File: config.mk
export PLATFORM = sky130hd
export DESIGN_NAME = burst_col_seq
export DESIGN_NICKNAME = d
export VERILOG_FILES = /design/src/rtl/burst_seq_pkg.sv /design/src/rtl/burst_len_decode.sv /design/src/rtl/burst_addr_gen.sv /design/src/rtl/burst_col_seq.sv
export SDC_FILE = /design/constraint.sdc
export NUM_CORES = 1
export LEC_CHECK = 0
export ABC_AREA = 0
export BUFFER_PORTS_ARGS = -buffer_cell sky130_fd_sc_hd__buf_2
export CAP_MARGIN = 40
export CORE_ASPECT_RATIO = 0.5
export CORE_MARGIN = 10
export CORE_UTILIZATION = 41
export DETAILED_ROUTE_END_ITERATION = 8
export GPL_TIMING_DRIVEN = 0
export SYNTH_ARGS = -nofsm -noshare
export SYNTH_HDL_FRONTEND = slang
export SYNTH_SLANG_ARGS = --single-unit
File: constraint.sdc
create_clock -name clk -period 2.5 [get_ports clk]
set_input_delay 0.125 -clock clk [delete_from_list [all_inputs] [get_ports clk]]
set_output_delay 0.125 -clock clk [all_outputs]
set_load 0.005 [all_outputs]
File: src/rtl/burst_seq_pkg.sv
package burst_seq_pkg;
  // burst length codes seen on start_len
  localparam logic [2:0] LEN_1    = 3'd0;
  localparam logic [2:0] LEN_2    = 3'd1;
  localparam logic [2:0] LEN_4    = 3'd2;
  localparam logic [2:0] LEN_8    = 3'd3;
  localparam logic [2:0] LEN_PAGE = 3'd7;
  localparam int LEN_CODE_W = 3;

  typedef enum logic [1:0] {
    ORD_SEQ  = 2'd0,
    ORD_ILV  = 2'd1,
    ORD_PAGE = 2'd2
  } order_e;
endpackage

File: src/rtl/burst_len_decode.sv
module burst_len_decode
  import burst_seq_pkg::*;
#(
  parameter int COL_W = 10
) (
  input  logic [LEN_CODE_W-1:0] len_code,
  input  logic                  ilv,
  output logic [COL_W-1:0]      wrap_mask,
  output order_e                order,
  output logic                  legal
);
  localparam int FIXED_CODES = 4;

  logic [FIXED_CODES-1:0] hit;

  // one-hot decode of the fixed lengths, mask = N-1
  generate
    for (genvar g = 0; g < FIXED_CODES; g++) begin : g_fixed
      assign hit[g] = (len_code == LEN_CODE_W'(g));
    end
  endgenerate

  always_comb begin
    wrap_mask = '0;
    for (int i = 0; i < FIXED_CODES; i++) begin
      if (hit[i]) wrap_mask = COL_W'((1 << i) - 1);
    end
    if (len_code == LEN_PAGE) wrap_mask = '1;
  end

  always_comb begin
    legal = 1'b0;
    order = ORD_SEQ;
    if (|hit) begin
      legal = 1'b1;
      order = ilv ? ORD_ILV : ORD_SEQ;
    end else if (len_code == LEN_PAGE && !ilv) begin
      legal = 1'b1;
      order = ORD_PAGE;
    end
  end
endmodule

File: src/rtl/burst_addr_gen.sv
module burst_addr_gen
  import burst_seq_pkg::*;
#(
  parameter int COL_W = 10
) (
  input  logic [COL_W-1:0] base_col,
  input  logic [COL_W-1:0] beat_idx,
  input  logic [COL_W-1:0] wrap_mask,
  input  order_e           order,
  output logic [COL_W-1:0] addr
);
  logic [COL_W-1:0] sum_col;
  logic [COL_W-1:0] xor_col;

  assign sum_col = base_col + beat_idx;
  assign xor_col = base_col ^ beat_idx;

  // bits outside the mask come from the base, bits inside from the chosen walk
  always_comb begin
    unique case (order)
      ORD_ILV:  addr = (base_col & ~wrap_mask) | (xor_col & wrap_mask);
      ORD_PAGE: addr = sum_col;
      default:  addr = (base_col & ~wrap_mask) | (sum_col & wrap_mask);
    endcase
  end
endmodule

File: src/rtl/burst_col_seq.sv
module burst_col_seq
  import burst_seq_pkg::*;
#(
  parameter int COL_W = 10
) (
  input  logic                  clk,
  input  logic                  rst_n,
  input  logic                  start,
  input  logic [COL_W-1:0]      start_col,
  input  logic [LEN_CODE_W-1:0] start_len,
  input  logic                  start_ilv,
  input  logic                  stop,
  input  logic                  col_ready,
  output logic                  col_valid,
  output logic [COL_W-1:0]      col_addr,
  output logic                  col_last,
  output logic                  cfg_illegal
);
  logic [COL_W-1:0] dec_mask;
  order_e           dec_order;
  logic             dec_legal;

  logic             active_q;
  logic [COL_W-1:0] base_q;
  logic [COL_W-1:0] beat_q;
  logic [COL_W-1:0] mask_q;
  order_e           order_q;
  logic             illegal_q;
  logic             final_beat;
  logic             take_req;

  burst_len_decode #(.COL_W(COL_W)) u_dec (
    .len_code  (start_len),
    .ilv       (start_ilv),
    .wrap_mask (dec_mask),
    .order     (dec_order),
    .legal     (dec_legal)
  );

  burst_addr_gen #(.COL_W(COL_W)) u_gen (
    .base_col  (base_q),
    .beat_idx  (beat_q),
    .wrap_mask (mask_q),
    .order     (order_q),
    .addr      (col_addr)
  );

  assign take_req   = start && dec_legal;
  assign final_beat = (order_q != ORD_PAGE) && (beat_q == mask_q);

  always_ff @(posedge clk) begin
    if (!rst_n) begin
      active_q  <= 1'b0;
      base_q    <= '0;
      beat_q    <= '0;
      mask_q    <= '0;
      order_q   <= ORD_SEQ;
      illegal_q <= 1'b0;
    end else begin
      illegal_q <= start && !dec_legal;
      if (take_req) begin
        active_q <= 1'b1;
        base_q   <= start_col;
        beat_q   <= '0;
        mask_q   <= dec_mask;
        order_q  <= dec_order;
      end else if (stop) begin
        active_q <= 1'b0;
      end else if (active_q && col_ready) begin
        if (final_beat) active_q <= 1'b0;
        else            beat_q   <= beat_q + 1'b1;
      end
    end
  end

  assign col_valid   = active_q;
  assign col_last    = active_q && final_beat;
  assign cfg_illegal = illegal_q;
endmodule


[Yosys cells after proc, flatten, opt, wreduce, memory -nomap -nowiden]
Index checks and enable logic that the tools add are counted.
Word-level totals
  bits in read-only memories: 0
  logic and storage cells: 55
  bits in writable memories: 0
  latch bits: 0
  bits of input ports: 19
  flip-flop bits (word level): 34
  output and inout bits: 13
  memories kept: 0
Operators by class
  add/subtract/negate cells: 2
  bitwise logic cells: 10
  divide/modulo/power cells: 0
  mux-type cells: 14
  order comparisons: 0
  shifts and indexed selects: 0
  $mul: 0
  eq/ne operators: 8
  reduce and logical (&&, ||, !) cells: 15
Operators with widths (number)
  $and 10x10->10: 3
  $or 10x10->10: 2
  $pmux 10 s2: 1
  $add 10x1->10 const B: 1
  $add 10x10->10: 1
  $eq 10x10->1: 1
  $mux 10: 1
  $not 10->10: 1
  $xor 10x10->10: 1
  $mux 1: 8
  $eq 3x2->1 const B: 2
  $logic_and 1x1->1: 6
  $mux 2: 3
  $reduce_bool 3->1: 2
  $reduce_or 4->1: 1
  $eq 3x1->1 const B: 1
  $eq 3x3->1 const B: 1
  $logic_not 3->1: 1
  $mux 3: 1
  $not 1->1: 3
  $reduce_and 3->1: 1
  $eq 2x1->1 const B: 1
  $eq 2x2->1 const B: 1
  $logic_not 1->1: 2
  other kinds (3): 3

[Depth between registers and ports, before layout]
Gate-level depths: netlist of the first run.
  depth in word-level cells: 7
  gate-level depth with buffers: 7
  gate-level depth less buffers: 7

[Modules after synthesis]
Synthesis of the first run repeated with hierarchy kept, for this count alone.
Second synthesis, totals
  cells, all modules: 317
  area, all modules: 2396.0 sq um
By module, submodules not included
  burst_col_seq: area each 1510.2 sq um, times used 1, cells each 180, sequential area each 680.7 sq um
  burst_addr_gen: area each 788.3 sq um, times used 1, cells each 122, sequential area each 0.0 sq um
  burst_len_decode: area each 97.6 sq um, times used 1, cells each 15, sequential area each 0.0 sq um

[Worst setup path before layout of the first run]
Ideal clock, no wire load.
  path kind: reg2out
  start: register beat_q[0]
  end: output port col_addr[8]
  required time: 2375 ps
  arrival: 1859 ps
  buffers on the path: 0
  setup slack: 516 ps
  stages on the path, launching flop included: 8
  path through: dfxtp_1 > ha_1 > fa_1 > a21o_1 > a211oi_1 > o21ai_0 > and4_1 > nor3_1
Between the ends
  longest elaborated chain between the ends: 4
Ends and longest elaborated chain
  start, declared: line burst_col_seq.sv:25  | logic [COL_W-1:0] beat_q;
  start signal, assigned: line burst_col_seq.sv:71  | else beat_q <= beat_q + 1'b1;
  $add 10x10->10 *: line burst_addr_gen.sv:15  | assign sum_col = base_col + beat_idx;
  $and 10x10->10: line burst_addr_gen.sv:23  | default: addr = (base_col & ~wrap_mask) | (sum_col & wrap_mask);
  $or 10x10->10: line burst_addr_gen.sv:23
  $pmux 10 s2 *: line burst_addr_gen.sv:20  | unique case (order)
  end, declared: line burst_col_seq.sv:15  | output logic [COL_W-1:0] col_addr,
Mark *: on every way between the ends. The rest lies on a longest branch, timed or not.

[Final worst setup path of the first run]
  start: register beat_q[0]
  end: output port col_addr[6]
The elaborated chain is that of the path after synthesis.

==> results of run 1 <==
## where the power goes
| part | internal, mW | switching [mW] |
|---|---|---|
| clock | 0.215 | 0.150 |
| sequential | 0.459 | 0.0168 |
| combinational | 0.0734 | 0.0954 |
## sequential cells by signal (all words and copies together) (netlist names)
register and count:
order_q 2, col_valid 1, base_q 10, cfg_illegal 1
beat_q 10, mask_q 4
## layer usage
metal,routed length [µm],global-route usage (%),vias up
li1,-,-,1001
met1,2680,19.8,916
met2,2300,19.8,65
met3,406,3.75,6
met4,40,3.06,0
met5,0,0,-
## metrics by stage
| stage | instance area [µm²] | instances | setup WS, ns | total power [mW] |
|---|---|---|---|---|
| after global routing | 2240 | 338 | -0.0126 | 1.06 |
| final | 2240 | 338 | 0.0568 | 1.01 |
| after detailed placement | 2140 | 334 | 0.135 | 0.653 |
| after CTS | 2220 | 338 | 0.0136 | 1.02 |
| after global placement | 2140 | 334 | 0.196 | 0.649 |
| after floorplan | 1920 | 247 | 0.516 | 0.591 |
## worst max-delay path, stage by stage, from the launching register on
cell and delay, ns:
dfxtp_4 0.38, ha_1 0.21, fa_2 0.36, a21o_1 0.22, a211oi_2 0.30, o21bai_1 0.13
nor3_1 0.22, a311oi_1 0.07, buf_2 0.15
## final timing paths
check | to | start
worst min register to register | base_q[9] | base_q[9]
worst max-delay path | col_addr[6] | beat_q[0]
worst max register to register | col_valid | beat_q[3]
worst min-delay path | base_q[9] | start_col[9]
## cells by family (layout without fill, tap and decap cells)
| kind of cell | count (synthesis) | in the layout | synth area share (%) |
|---|---|---|---|
| simple gates | 103 | 103 | 27.5 |
| xor+xnor | 4 | 4 | 1.83 |
| compound gates | 79 | 79 | 27.5 |
| mux | 2 | 2 | 1.17 |
| buf+inv | 17 | 51 | 3.66 |
| fa+ha+maj | 14 | 14 | 9.14 |
| flops | 28 | 28 | 29.2 |
## placed cells by master, fill, tap and decap left out, types with 4 or more instances in the layout
master | Yosys | final
or4_1 | 8 | 8
and2_1 | 4 | 4
o31ai_1 | 6 | 6
inv_1 | 7 | 7
dfxtp_1 | 28 | 26
o22ai_1 | 7 | 7
clkbuf_1 | 6 | 6
nand2_1 | 33 | 33
buf_2 | 2 | 32
a21oi_1 | 24 | 24
nor3_1 | 14 | 13
nor2_1 | 14 | 14
o21ai_0 | 8 | 7
nand3_1 | 10 | 10
o22a_1 | 7 | 7
and3_1 | 4 | 4
ha_1 | 10 | 9
a31oi_1 | 4 | 4
## final cells by class
class | count | share of cell area, %
tap | 57 | 3.19
inverter | 7 | 1.17
clock buffer | 3 | 1.84
buffer | 10 | 1.96
multi-input combinational | 202 | 58.5
sequential | 28 | 25.3
timing repair buffer | 30 | 6.71
clock inverter | 1 | 1.34
## what timing repair did
item	CTS	global route
pin swaps	1	5
setup endpoints to repair	2	4
gates resized for setup	3	7
==> results by stage, run 1 <==
Synth:
- The average size of a mapped cell is 7.76 µm².
- The warning count from the yosys run is 0.
- The cell area that synthesis handed to floorplanning was 0.00192 mm².
- In this run, synthesis inferred 0 flip-flops with an integrated enable.
- The number of synthesized register bits is 28.
- The number of nets in the synthesized netlist is 277.
- Ranked by total cell area, the synthesized netlist is headed by dfxtp_1, ha_1, nand2_1.
- For this run, the register share of the synthesized area comes to 29.2%.
- The netlist uses 48 different library cells.
- The number of instances in the synthesized netlist is 247.
- In the synthesized netlist, the cells that appear most often are nand2_1, dfxtp_1, a21oi_1.
- The most instantiated library cell after synthesis is nand2_1.
- Among all flip-flop cells after synthesis, the most frequent one is dfxtp_1.
- The synthesized design devotes to its leading area cell type 29.2% of total area.
- The cell type with the largest total area after synthesis is dfxtp_1.
- The proportion of register bits with asynchronous set or reset after synthesis is 0%.

Outcome:
- The run finished with clean final reports.

Global route:
- Global routing finished with a remaining overflow of 0.
- The initial antenna violation count was 0.
- The largest net degree at the start of global routing is 17.
- The wire length of the first global-routing pass is 8840 µm.
- In the global route stage, overall resource usage came out at 13.7%.
- The number of global-route vias before repair is 1,814.

Critical path:
- STA classifies the critical path startpoint as a register.
- The logic depth of the worst register-to-register path is 6.
- The critical path start-end classification is reg -> out.
- The register-to-register setup slack is 0.66 ns.
- Data arrives at the worst endpoint at 2.32 ns.
- The worst endpoint required time is 2.38 ns.
- In this run the worst path has a maximum fanout of 6.
- The type of element capturing the critical path is a primary output.

Detailed routing:
- The detailed-route wire length is 5430 µm.
- For this run, design rule violations remaining after detail routing come to 0.
- The iteration count of the initial detailed-routing pass is 4.
- For this block, the initial DRC count from the detailed router was 176.
- The total number of vias is 1,988.
- The detail route stage leaves a number of antenna-violating nets equal to 0.
- After detailed routing, the number of vias per cell comes to 5.88.
- Dividing the detail-routed wire length by the instance count gives 16.1 µm.

Placement:
- The estimated wirelength of the detail-placed design is 4130 µm.
- The total of buffers placed on input and output ports is 30.
- The final estimated routing congestion in global placement is 0.822.

STA:
- The highest attainable clock frequency is 409 MHz.
- The routed design could run at a clock period as short as 2.44 ns.
- Setup violations remaining at the end of the flow were counted as 0.
- After routing, the total negative slack on setup checks comes to 0 ns.
- The worst-margin pin slew is 0.576 ns.
- Setup repair after global routing could not meet its margin everywhere.
- The worst-case hold slack is 0.0747 ns.
- The worst relative slew slack is 61.3%.
- The final period utilization is 97.7%.
- For the final database, setup skew stands at 0.00367 ns.
- The count of pins over their slew limit is 0.
- The final hold violation count is 0.

CTS:
- Buffers added to address setup during post-CTS repair amount to 0.
- The maximum buffer depth of the clock tree is 2.
- The number of H-tree levels is 1.
- The clock insertion delay at the later pin of the skew report is 0.28 ns.
- The number of hold buffers added after CTS is 0.
- The tree is rooted in a clkbuf_8.
- Clock tree synthesis found a total of 28 sinks.
- The total clock buffers created by CTS is 3.
- TritonCTS built the clock tree.
- The clock-pin transition on the worst setup and hold timing paths is 0.10 ns.

Final layout:
- The net total in the final layout is 312.
- Summing all multi-input logic gate instances after layout gives 0.00131 mm².
- The area taken by flip-flops and latches is 566 µm².
- The post-layout utilization of the core is 50.4%.
- The layout has 461 filler cells.
- Relative to the synthesized area, the layout overhead comes to 16.8%.
- The antenna diode count is 0.
- Of the cells placed in the final design, the portion with a size suffix greater than 1 is 18.5%.

Power:
- The leakage power of the design is 0.968 nW.
- The power density normalized to cell area is 451 mW/mm².
- VDD sags by at most 315 µV.

Die:
- The floorplan step defined a die boundary enclosing 0.00798 mm².
- From bottom edge to top edge, the die measures 68.4 µm.
- Once the floorplan was initialized, standard cells occupied 43.1% of the core.
- The total area inside the core boundary comes to 0.00445 mm².
- The die width is 117 µm.
- Row generation in the floorplan step produced 17 rows.
- Pin placement for this block handled 32 I/O pins.

Min path:
- The worst hold path class is in -> reg.
- The hold path depth is 3.

Job:
- The max-capacitance violation count is 0.
No activity file was read; power rests on OpenSTA's default activity.
==> run 2: changes to the inputs <==
Settings changed: CELL_PAD_IN_SITES_DETAIL_PLACEMENT set to 1, CELL_PAD_IN_SITES_GLOBAL_PLACEMENT set to 2, CORE_UTILIZATION 41 to 29, PLACE_DENSITY_LB_ADDON set to 0.1.
Clock period 2.5 ns to 2.1 ns, I/O delays scaled along.
==> run 2 against run 1 <==
The run now ends with negative setup slack left. Total power grew 35%. Critical path depth stayed put. Cell area rose by 14%. Register-to-register slack got worse by 0.39 ns. Critical endpoint is now col_addr[8].
==> results by stage, run 2 (synthesis results as in run 1) <==
CTS:
- The root buffer cell is clkbuf_16 (was clkbuf_8).
- The TritonCTS sink count is 28 (unchanged).
- The total clock buffers created by CTS was 3 (unchanged).
- The clock insertion delay at the later pin of the skew report is 0.27 ns (was 0.28 ns).
- The number of hold buffers added after CTS was 0 (unchanged).
- The clock-pin transition on the worst setup and hold timing paths is 0.07 ns (was 0.10 ns).
- The CTS tree is yes (unchanged).
- The number of H-tree levels is 1 (unchanged).
- The maximum buffer depth of the clock tree is 2 (unchanged).

Job:
- The max-capacitance violation count was 0 (unchanged).

STA:
- The final hold violation count is 0 (unchanged).
- The worst-margin pin slew came to 0.580 ns (was 0.576 ns).
- The worst clock skew is 0.000962 ns (was 0.00367 ns).
- The setup TNS is -0.487 ns (was 0 ns).
- The final critical path time including I/O delays and setup is 2.28 ns.
- The worst path uses 109% of the clock period.
- The worst relative slew slack is 61.1% (was 61.3%).
- RSZ-0062 raised after global routing: yes (unchanged).
- The final worst slack is -0.182 ns (was 0.0568 ns).
- The worst-case hold slack is 0.0582 ns (was 0.0747 ns).
- The count of pins over their slew limit is 0 (unchanged).
- The highest attainable clock frequency is 438 MHz.
- The total of endpoints with negative setup slack in the final report came to 3 (was 0).

Die:
- The placeable core area is 0.00623 mm² (was 0.00445 mm²).
- The die width is 135 µm (was 117 µm).
- The area of the die is 0.0105 mm² (was 0.00798 mm²).
- The number of core rows is 20 (was 17).
- The number of top-level pins is 32 (unchanged).
- The effective utilization at floorplan is 30.8% (was 43.1%).
- The vertical die dimension came to 77.5 µm (was 68.4 µm).

Detailed routing:
- The met1 layer wirelength in the final routing was 3390 µm (was 2680 µm).
- The uppermost layer routed was met4 (unchanged).
- The detailed-route wire length is 6440 µm (was 5430 µm).
- The routed length per instance is 17.2 µm (was 16.1 µm).
- The number of remaining DRC errors is 0 (unchanged).
- The mean number of vias per cell is 5.35 (was 5.88).
- The total number of vias is 2,008 (was 1,988).
- The remaining antenna violation count after routing came to 0 (unchanged).
- The iteration count of the initial detailed-routing pass was 4 (unchanged).
- The met3 routed wirelength was 267 µm (was 406 µm).
- The detailed router's first-iteration violation count is 141 (was 176).
- The routed wire length on met2 is 2740 µm (was 2300 µm).

Placement:
- The final estimated routing congestion in global placement is 0.836 (was 0.822).
- The placed instance area is 0.00218 mm² (was 0.00214 mm²).
- The number of placed instances with taps included came to 365 (was 334).
- The estimated wirelength of the detail-placed design is 4950 µm (was 4130 µm).
- The total of buffers placed on input and output ports is 30 (unchanged).

Power:
- The peak ir drop on the vdd network is 287 µV (was 315 µV).
- The power density normalized to cell area is 534 mW/mm² (was 451 mW/mm²).
- The leakage power of the design came to 1.04 nW (was 0.968 nW).

Critical path:
- Cells along the critical path: ha_4 -> fa_2 -> a21o_1 -> a211oi_2 -> o21ai_2 -> and4_1 -> nor3_2 -> buf_2 (was ha_1 -> fa_2 -> a21o_1 -> a211oi_2 -> o21bai_1 -> nor3_1 -> a311oi_1 -> buf_2).
- The worst-path maximum fanout was 2 (was 6).
- The cell type of the slowest stage on the worst timing path is dfxtp_4 (unchanged).
- The worst path buffer plus inverter count is 1 (unchanged).
- The signal arrival time at the worst endpoint was 2.18 ns (was 2.32 ns).
- The longest individual stage delay on the worst path is 0.36 ns (was 0.38 ns).
- The type of element launching the critical path is a register (unchanged).
- The largest delay contributor family on the critical path is compound AO/OA/AOI/OAI gates (unchanged).
- The critical path start-end classification is reg -> out (unchanged).
- The worst endpoint required time is 2.00 ns (was 2.38 ns).
- The type of element capturing the critical path was a primary output (unchanged).

Global route:
- The wire length of the first global-routing pass is 10,700 µm (was 8840 µm).
- The total routing resource utilization after global routing came to 12.4% (was 13.7%).
- The number of global-route vias before repair is 2,033 (was 1,814).
- The largest net degree at the start of global routing is 17 (unchanged).
- The initial antenna violation count came to 0 (unchanged).
- The final global-route overflow total is 0 (unchanged).

Outcome:
- The final reports fail on negative setup slack.
- Status: complete, but fails checks (was finished, final reports clean).

Final layout:
- The multi-input logic area is 0.00147 mm² (was 0.00131 mm²).
- The antenna diode count was 0 (unchanged).
- The post-layout utilization of the core is 41.0% (was 50.4%).
- The most common cell after layout, fill and taps aside was nand2_1 (unchanged).
- The post-layout instance area came to 0.00255 mm² (was 0.00224 mm²).
- The final cell count without fillers is 375 (was 338).
- The net total in the final layout came to 318 (was 312).
- The area added between synthesis and finish is 33.2% (was 16.8%).
- The proportion of layout cells with a drive suffix above 1 was 32.4% (was 18.5%).
- Regs by FF count: base_q: 10 flops, beat_q: 10 flops, mask_q: 4 flops (unchanged).
- Commonest cells after routing, fill and taps aside: nand2_1, buf_2, a21oi_1 (was nand2_1, buf_2, dfxtp_1).
- The total of fill cells in the finished design was 769 (was 461).
- The area taken by flip-flops and latches was 599 µm² (was 566 µm²).

Min path:
- The worst hold path class is in -> reg (unchanged).
==> run 2: changes by cell type in the layout (fill, tap and decap cells not counted), moves of 3 or more <==
cell and change:
buf_4 +5, ha_1 -8, clkbuf_16 +3, clkbuf_8 -3
dfxtp_2 +9, dfxtp_1 -15, dfxtp_4 +6, ha_4 +7
==> run 2: worst paths after layout <==
check               startpoint     endpoint  slack, ns  depth (start not counted)
setup reg to reg     beat_q[9]    beat_q[8]       0.27                          5
hold reg to reg      base_q[9]    base_q[9]       0.47                          2
setup / recovery     beat_q[0]  col_addr[8]      -0.18                          8
hold / removal    start_col[4]    base_q[4]       0.06                          3
==> run 2: worst register-to-register path: stages (launching register included) <==
cell	delay [ns]
dfxtp_1	0.40
and4_1	0.24
and2_4	0.16
o21a_4	0.27
or4_1	0.52
a21oi_1	0.16
==> run 2: cell type report <==
type                            count  area share, %
Timing Repair Buffer               37           8.09
Inverter                            7           1.03
Clock buffer                        3           2.94
Clock inverter                      1           1.18
Multi-Input combinational cell    202           57.5
Buffer                              9           1.47
Tap cell                           88           4.31
Sequential cell                    28           23.5
==> run 2: what timing repair did <==
action	in CTS	in global routing
pin swaps	14	11
gates cloned	0	0
setup endpoints to repair	7	9
hold endpoints to repair	0	0
buffers inserted	5	3
resized for setup	34	27
==> run 2: through the flow <==
| step | setup WS (ns) | total power [mW] |
|---|---|---|
| 3_3_place_gp | -0.295 | 0.780 |
| 2_1_floorplan | 0.136 | 0.703 |
| 4_1_cts | -0.185 | 1.38 |
| 6_report | -0.182 | 1.36 |
| 3_5_place_dp | -0.293 | 0.786 |
| 5_1_grt | -0.326 | 1.43 |
==> run 2: power by group <==
group | internal, mW | leakage [nW] | switching [mW]
clock | 0.381 | 0.0511 | 0.202
sequential | 0.541 | 0.238 | 0.0248
combinational | 0.0958 | 0.755 | 0.120
==> run 2: layer usage <==
layer | global-route usage, % | up-vias
met1 | 17.5 | 957
met2 | 18.6 | 30
li1 | - | 1014
met5 | 0 | -
met4 | 1.60 | 0
met3 | 3.73 | 7
